`src/rtl/issue_stall_pkg.sv`:
```
package issue_stall_pkg;
    localparam int CTL_W     = 4;
    localparam int CB_RST    = 0;
    localparam int CB_BRK    = 1;
    localparam int CB_STOP   = 2;
    localparam int CB_CANCEL = 3;

    typedef struct packed {
        logic rst;
        logic brk;
        logic stop;
        logic cancel;
    } ctl_cmd_t;

    typedef struct packed {
        logic brk;
        logic stop;
        logic pend;
        logic err0;
        logic err1;
        logic intr;
        logic srst;
    } flags_t;
endpackage

```
`src/rtl/isc_ctl_decode.sv`:
```
module isc_ctl_decode
    import issue_stall_pkg::*;
(
    input  logic             ctl_wr,
    input  logic [CTL_W-1:0] ctl_data,
    output ctl_cmd_t         cmd
);
    always_comb begin
        cmd        = '0;
        cmd.rst    = ctl_wr & ctl_data[CB_RST];
        cmd.brk    = ctl_wr & ctl_data[CB_BRK];
        cmd.stop   = ctl_wr & ctl_data[CB_STOP];
        cmd.cancel = ctl_wr & ctl_data[CB_CANCEL];
    end
endmodule

```
`src/rtl/isc_path_check.sv`:
```
module isc_path_check #(
    parameter int PATH_W = 2
) (
    input  logic [PATH_W-1:0] path_field,
    input  logic [PATH_W-1:0] path_chk,
    output logic              path_stall
);
    localparam int NPATH = (1 << PATH_W) - 1;
    logic [NPATH:1] hit;

    for (genvar p = 1; p <= NPATH; p++) begin : g_path
        assign hit[p] = (path_chk == PATH_W'(p)) && (path_field == PATH_W'(p));
    end

    assign path_stall = |hit;
endmodule

```
`src/rtl/isc_flag_core.sv`:
```
module isc_flag_core
    import issue_stall_pkg::*;
#(
    parameter int               STATE_W   = 2,
    parameter logic [STATE_W-1:0] IDLE_CODE = '0
) (
    input  logic               clk,
    input  logic               rst_n,
    input  ctl_cmd_t           cmd,
    input  logic [STATE_W-1:0] xfer_state,
    input  logic               err0_ev,
    input  logic               err1_ev,
    input  logic               int_ev,
    output flags_t             flags,
    output logic               stop_now
);
    flags_t st_d, st_q;
    logic   idle;

    assign idle     = (xfer_state == IDLE_CODE);
    assign stop_now = st_q.pend & idle;

    always_comb begin
        st_d      = st_q;
        st_d.srst = 1'b0;
        if (stop_now) begin
            st_d.pend = 1'b0;
            st_d.stop = 1'b1;
        end
        if (cmd.cancel) begin
            st_d.brk  = 1'b0;
            st_d.stop = 1'b0;
            st_d.pend = 1'b0;
            st_d.err0 = 1'b0;
            st_d.err1 = 1'b0;
            st_d.intr = 1'b0;
        end
        if (err0_ev)  st_d.err0 = 1'b1;
        if (err1_ev)  st_d.err1 = 1'b1;
        if (int_ev)   st_d.intr = 1'b1;
        if (cmd.brk)  st_d.brk  = 1'b1;
        if (cmd.stop) st_d.pend = 1'b1;
        if (cmd.rst) begin
            st_d      = '0;
            st_d.srst = 1'b1;
        end
    end

    always_ff @(posedge clk or negedge rst_n) begin
        if (!rst_n) st_q <= '0;
        else        st_q <= st_d;
    end

    assign flags = st_q;

    p_stop_only_when_idle_r3: assert property (@(posedge clk) disable iff (!rst_n)
        (!$past(cmd.rst) && $rose(st_q.stop)) |-> $past(st_q.pend && idle));

    p_stop_request_defers_r2: assert property (@(posedge clk) disable iff (!rst_n)
        (cmd.stop && !cmd.rst) |=> st_q.pend);

    p_reset_clears_r8: assert property (@(posedge clk) disable iff (!rst_n)
        cmd.rst |=> (st_q.srst && !st_q.brk && !st_q.stop && !st_q.pend
                     && !st_q.err0 && !st_q.err1 && !st_q.intr));

    p_cancel_clears_r6: assert property (@(posedge clk) disable iff (!rst_n)
        (cmd.cancel && !cmd.rst && !cmd.brk && !cmd.stop && !err0_ev && !err1_ev && !int_ev)
        |=> !(st_q.brk | st_q.stop | st_q.pend | st_q.err0 | st_q.err1 | st_q.intr));

    p_hold_when_quiet_r11: assert property (@(posedge clk) disable iff (!rst_n)
        (cmd == '0 && !err0_ev && !err1_ev && !int_ev && !stop_now)
        |=> $stable({st_q.brk, st_q.stop, st_q.pend, st_q.err0, st_q.err1, st_q.intr}));
endmodule

```
`src/rtl/issue_stall_ctrl.sv`:
```
module issue_stall_ctrl
    import issue_stall_pkg::*;
#(
    parameter int STATE_W = 2,
    parameter int PATH_W  = 2,
    parameter int STAT_W  = 16,
    parameter int PATH_LO = 10
) (
    input  logic               clk,
    input  logic               rst_n,
    input  logic               ctl_wr,
    input  logic [CTL_W-1:0]   ctl_data,
    input  logic [STATE_W-1:0] xfer_state,
    input  logic               err0_ev,
    input  logic               err1_ev,
    input  logic               int_ev,
    input  logic [2:0]         stall_mask,
    input  logic [STAT_W-1:0]  gif_status,
    input  logic [PATH_W-1:0]  path_chk,
    input  logic               unit_busy,
    output logic               issue_ok,
    output logic               stop_stall,
    output logic               stop_pending,
    output logic               brk_stall,
    output logic               err0_flag,
    output logic               err1_flag,
    output logic               int_flag,
    output logic               path_stall,
    output logic               soft_rst
);
    localparam int PATH_HI = PATH_LO + PATH_W - 1;

    ctl_cmd_t cmd;
    flags_t   flags;
    logic     stop_now;
    logic     masked_stall;

    isc_ctl_decode u_dec (
        .ctl_wr   (ctl_wr),
        .ctl_data (ctl_data),
        .cmd      (cmd)
    );

    isc_flag_core #(.STATE_W(STATE_W)) u_core (
        .clk        (clk),
        .rst_n      (rst_n),
        .cmd        (cmd),
        .xfer_state (xfer_state),
        .err0_ev    (err0_ev),
        .err1_ev    (err1_ev),
        .int_ev     (int_ev),
        .flags      (flags),
        .stop_now   (stop_now)
    );

    isc_path_check #(.PATH_W(PATH_W)) u_path (
        .path_field (gif_status[PATH_HI:PATH_LO]),
        .path_chk   (path_chk),
        .path_stall (path_stall)
    );

    assign masked_stall = (flags.err0 & ~stall_mask[0])
                        | (flags.err1 & ~stall_mask[1])
                        | (flags.intr & ~stall_mask[2]);

    assign issue_ok = ~(flags.brk | flags.stop | stop_now | masked_stall
                        | path_stall | unit_busy);

    assign stop_stall   = flags.stop;
    assign stop_pending = flags.pend;
    assign brk_stall    = flags.brk;
    assign err0_flag    = flags.err0;
    assign err1_flag    = flags.err1;
    assign int_flag     = flags.intr;
    assign soft_rst     = flags.srst;

    p_break_blocks_r4: assert property (@(posedge clk) disable iff (!rst_n)
        brk_stall |-> !issue_ok);

    p_path_blocks_r9: assert property (@(posedge clk) disable iff (!rst_n)
        path_stall |-> !issue_ok);

    p_busy_blocks_r10: assert property (@(posedge clk) disable iff (!rst_n)
        unit_busy |-> !issue_ok);

    p_srst_single_r8: assert property (@(posedge clk) disable iff (!rst_n)
        (soft_rst && !$past(ctl_wr && ctl_data[CB_RST], 2)) |=> !soft_rst);
endmodule

```
`config.mk`:
```
export PLATFORM = sky130hd
export DESIGN_NAME = issue_stall_ctrl
export DESIGN_NICKNAME = d
export VERILOG_FILES = /design/src/rtl/issue_stall_pkg.sv /design/src/rtl/isc_ctl_decode.sv /design/src/rtl/isc_path_check.sv /design/src/rtl/isc_flag_core.sv /design/src/rtl/issue_stall_ctrl.sv
export SDC_FILE = /design/constraint.sdc
export NUM_CORES = 1
export LEC_CHECK = 0
export ABC_AREA = 1
export BUFFER_PORTS_ARGS = -buffer_cell sky130_fd_sc_hd__buf_2
export CORE_AREA = 2 2 39 41
export CTS_CLUSTER_SIZE = 30
export DETAILED_ROUTE_END_ITERATION = 7
export DIE_AREA = 0 0 41 43
export GPL_ROUTABILITY_DRIVEN = 0
export PLACE_DENSITY = 0.68
export SLEW_MARGIN = 10
export SYNTH_ARGS = -nofsm -noshare
export SYNTH_HDL_FRONTEND = slang
export SYNTH_SLANG_ARGS = --single-unit
export TNS_END_PERCENT = 1
```
`constraint.sdc`:
```
create_clock -name clk -period 2.1 [get_ports clk]
set_clock_uncertainty 0.05 [all_clocks]
set_input_delay 0.315 -clock clk [delete_from_list [all_inputs] [get_ports clk]]
set_output_delay 0.315 -clock clk [all_outputs]
set_load 0.02 [all_outputs]
```
# After elaboration in Yosys (flattened, before gate mapping)

Cells that the tools add are included.

Muxes and demuxes: 8
Bitwise gates (word level): 19
Reductions and logical operators: 11
Eq/ne operators: 6

Operators with widths:

| cell                                                            | count |
|---|---|
| 3-bit nonzero test                                              | 5 |
| 1-bit bitwise AND                                               | 8 |
| 2-bit == test, second input constant                            | 4 |
| 7-bit two-way mux                                               | 1 |
| 1-bit OR                                                        | 7 |
| 6-bit two-way mux                                               | 1 |
| 1-bit two-way mux                                               | 5 |
| 2-bit by 1-bit == test with 1-bit output, second input constant | 2 |
| 1-bit inverter                                                  | 4 |
| 4-bit nonzero test                                              | 1 |
| 1-bit logical AND                                               | 3 |
| 3-bit OR reduction                                              | 1 |
| 2-bit zero test                                                 | 1 |
| 2-bit two-way mux                                               | 1 |

Input port bits: 34
Register bits after elaboration: 7
Logic and storage cells: 51

# Logic depth before layout (Yosys ltp)

Depth in word-level cells: 8
Gate-level depth with buffers: 6
Gate-level depth less buffers: 6

# Cells and area by module

A second synthesis with hierarchy kept.

Cell total of the unflattened synthesis: 73
Area total of the unflattened synthesis: 444.2 µm²

Modules (own cells, without submodules):

| module           | times used | cells an instance | seq. area each (µm²) | area an instance (µm²) |
|---|---|---|---|---|
| isc_flag_core    | 1          | 33                | 175.2                | 286.5 |
| isc_path_check   | 1          | 16                | 0.0                  | 66.3 |
| issue_stall_ctrl | 1          | 16                | 0.0                  | 61.3 |
| isc_ctl_decode   | 1          | 8                 | 0.0                  | 30.0 |

# Worst setup path after synthesis

No wires, ideal clock.

Path type: reg-to-output
Start point: reg u_core.st_q (netlist bit u_core.flags[6])
End point: out issue_ok
Cell stages (with the launch flop): 6
Data arrival time: 1.029 ns
Path slack: 0.706 ns
Cell sequence: dfrtp_1 -> nor2_1 -> nand2_1 -> nor2_1 -> nand2_1 -> nor2_1

Word-level cells in the longest chain between the ends: 6

RTL lines:

| what                     | line                   | source |
|---|---|---|
| start: declaration       | isc_flag_core.sv:17    | `flags_t st_d, st_q;` |
| start signal: assignment | isc_flag_core.sv:51    | `else st_q <= st_d;` |
| 1-bit OR (3 in series)   | issue_stall_ctrl.sv:66 | `assign issue_ok = ~(flags.brk \| flags.stop \| stop_now \| masked_stall` |
| 1-bit OR (2 in series)   | issue_stall_ctrl.sv:67 | `\| path_stall \| unit_busy);` |
| 1-bit inverter           | issue_stall_ctrl.sv:66 |  |
| end: declaration         | issue_stall_ctrl.sv:21 | `output logic issue_ok,` |

No other way between the ends.

# Worst setup path after layout

Same ends and word-level chain as after synthesis.

==> results.md <==
- Outcome: complete, no violations
- Max Cap Violations: 0
- Core region area: 1380 µm²
- Ranking of synthesized cells by area: dfrtp_1 (46%), nand2_1 (18%), inv_1 (11%), nor2_1 (11%), a21oi_1 (6.6%)
- Average wire per cell in the routed design: 7.78 µm
- Post-cts gate resize count: 0
- Layout cells sized above 1: 36.7%
- Synth Area in Simple Gates: 33.1%
- Inserted Diodes: 0
- Final period util: 74.1%
- Seq cells post-synth: 7
- Multiplexer area fraction after synthesis: 0%
- Worst setup margin: 0.543 ns
- Endpoints failing setup: 0
- CP required: 1.74 ns
- Largest net degree at the start of global routing: 8
- Crit. End Element: output pin
- CP arrival: 1.19 ns
- # Post-CTS Setup Buffers: 0
- ANT nets after route: 0
- Unrepaired setup endpoints after global routing: false
- Cells after synthesis: 57
- Post-synthesis compound-gate area fraction: 10.2%
- Critical Path Source Type: flip-flop
- CTS tree: built
- Min-Delay Startpoint: err1_ev
- Multi-input logic area: 165 µm²
- Post-synth cell types: 10
- Core Rows: 14
- P_leak: 0.366 nW
- Hold endpoint: u_core.flags[2]
- Fin. Hold Viols: 0
- Count leader, synth: nand2_1
- Drt pass-1 iters: 4
- Synth Area in Adders: 0%
- Vias in the first global route: 372
- Overflow after GRT: 0
- DRC viols: 0
- Area added between synthesis and finish: 51.5%
- Tot GR Track Use: 10.2%
- CP max FO: 3
- Cell count of the worst reg-to-reg path: 3
- Filler instances: 150
- Largest register FFs: 7
- Clock Sinks: 7
- Largest family of logic cells by synthesized area: simple AND/OR/NAND/NOR gates
- Sw Share: 29.1%
- Total Die Area: 1760 µm²
- Sequential cell area: 175 µm²
- Worst slew pin tran: 0.163 ns
- First-pass GRT wire length: 1260 µm
- Root Driver: clkbuf_4
- Initial Util: 27.6%
- Synth top area share: 45.9%
- Post-synthesis xor/xnor area fraction: 0%
- Worst VDD drop: 0.000244 V
- Ys async rst share: 100%
- Fmax: 642 MHz
- H-tree lvl count: 1
- Die X: 41 µm
- Main synth FF type: dfrtp_1
- Int Power: 258 µW
- Hold-fix buffers, CTS: 1
- Clock buffer depth: 2
- Cts bufs inserted: 3
- Critical path type: flip-flop to output pin
- Worst reg2reg path endpoint: u_core.flags[4]
- Clk pin slew, worst setup/hold paths: 0.05 ns
- Syn_area_per_cell: 6.70 µm²
- R2r startpoint: u_core.flags[4]
- Post-Route WL: 825 µm
- Slew Viols, Final: 0
- Final Power: 364 µW
- Pre-CTS WS: 0.781 ns
- Via count: 429
- Psw: 106 µW
- Seq/Total Area, Yosys: 45.9%
- Combinational fraction of design power: 25.5%
- Setup TNS: 0 ns
- Post-layout net count: 125
- Routed vias/inst: 4.05
- Initial antenna violation count: 0
- Dpl hpwl: 732 µm
- Clock period minus worst slack: 1.56 ns
- Worst skew pair latency: 0.24 ns
- YS warnings: 0
- Min-delay worst type: input pin to flip-flop
- List of most frequent post-synthesis cells: nand2_1 (18), inv_1 (11), nor2_1 (11), dfrtp_1 (7), a21oi_1 (5)
- Cell taking the most area after synthesis: dfrtp_1
- Drt initial violations: 4
- Port bufs: 28
- Max_slew headroom: 89.1%
- Clk network pwr share: 32.0%
- Power per cell area: 630 nW/µm²
- Sequential share of power: 42.5%
- Die H: 43 µm
- Hold Path Stages: 3
- R2R setup slack: 1.26 ns
- Post-synth EDFFs: 0
- Synthesized Nets: 91
- Post-synthesis cell area: 382 µm²
- Io pins: 43
cell usage in the layout (no fill, tap or decap):
cell and instances:
a21oi_1 5, a21oi_2 1, and2_1 1, buf_2 28, clkbuf_1 1, clkbuf_4 3, dfrtp_1 7, dlygate4sd3_1 1
inv_1 11, nand2_1 18, nand2_2 1, nand3_1 1, nor2_1 11, o21ai_0 1
metrics by stage:
step,cells,hold slack [ns],cell area (µm²),util [%]
2_1_floorplan,57,-0.0306,382,-
3_3_place_gp,101,0.101,542,39.2
3_5_place_dp,101,0.108,542,39.2
4_1_cts,106,0.232,578,41.8
5_1_grt,106,0.233,578,41.8
6_report,106,0.236,578,41.8
cell families after synthesis:
kind of cell           count (synthesis)
DFF                                    7
and+or+nand+nor                       32
AOI/OAI and AO/OA                      7
buffers and inverters                 11
power groups by stage:
| stage | clock (mW) | sequential, mW | combinational [mW] |
|---|---|---|---|
| 2_1_floorplan | 0 | 0.172 | 0.0350 |
| 3_3_place_gp | 0 | 0.157 | 0.0911 |
| 3_5_place_dp | 0 | 0.157 | 0.0932 |
| 4_1_cts | 0.121 | 0.155 | 0.0949 |
| 5_1_grt | 0.128 | 0.157 | 0.103 |
| 6_report | 0.116 | 0.155 | 0.0928 |
worst max-delay path, stage by stage (launching register included):
cell and delay [ns]:
dfrtp_1 0.39, nor2_1 0.10, nand2_1 0.05, nor2_1 0.10, nand2_1 0.06, nor2_1 0.08, buf_2 0.16
layer usage:
metal	track usage [%]	wire length (µm)	share of wire (%)
met1	10.3	361	44
met3	1.57	60	7.3
met4	6.00	0	0
met5	0	0	0
met2	18.1	403	49
final cells by class:
| cell class | count | area share (%) |
|---|---|---|
| Clock buffer | 4 | 4.55 |
| Sequential cell | 7 | 30.3 |
| Tap cell | 16 | 3.46 |
| Multi-Input combinational cell | 39 | 28.6 |
| Inverter | 11 | 7.14 |
| Timing Repair Buffer | 29 | 26.0 |
how the worst max path moves through the flow:
| stage | start | to | slack [ns] | cells past startpoint |
|---|---|---|---|---|
| 3_3_place_gp | unit_busy | issue_ok | 0.82 | 7 |
| 5_1_grt | u_core.flags[6] | issue_ok | 0.45 | 6 |
| 6_report | u_core.flags[6] | issue_ok | 0.54 | 6 |
| 3_5_place_dp | unit_busy | issue_ok | 0.78 | 7 |
| 4_1_cts | u_core.flags[6] | issue_ok | 0.52 | 6 |
| 2_1_floorplan | u_core.flags[6] | issue_ok | 0.71 | 5 |
(Power assumes the default switching activity.)
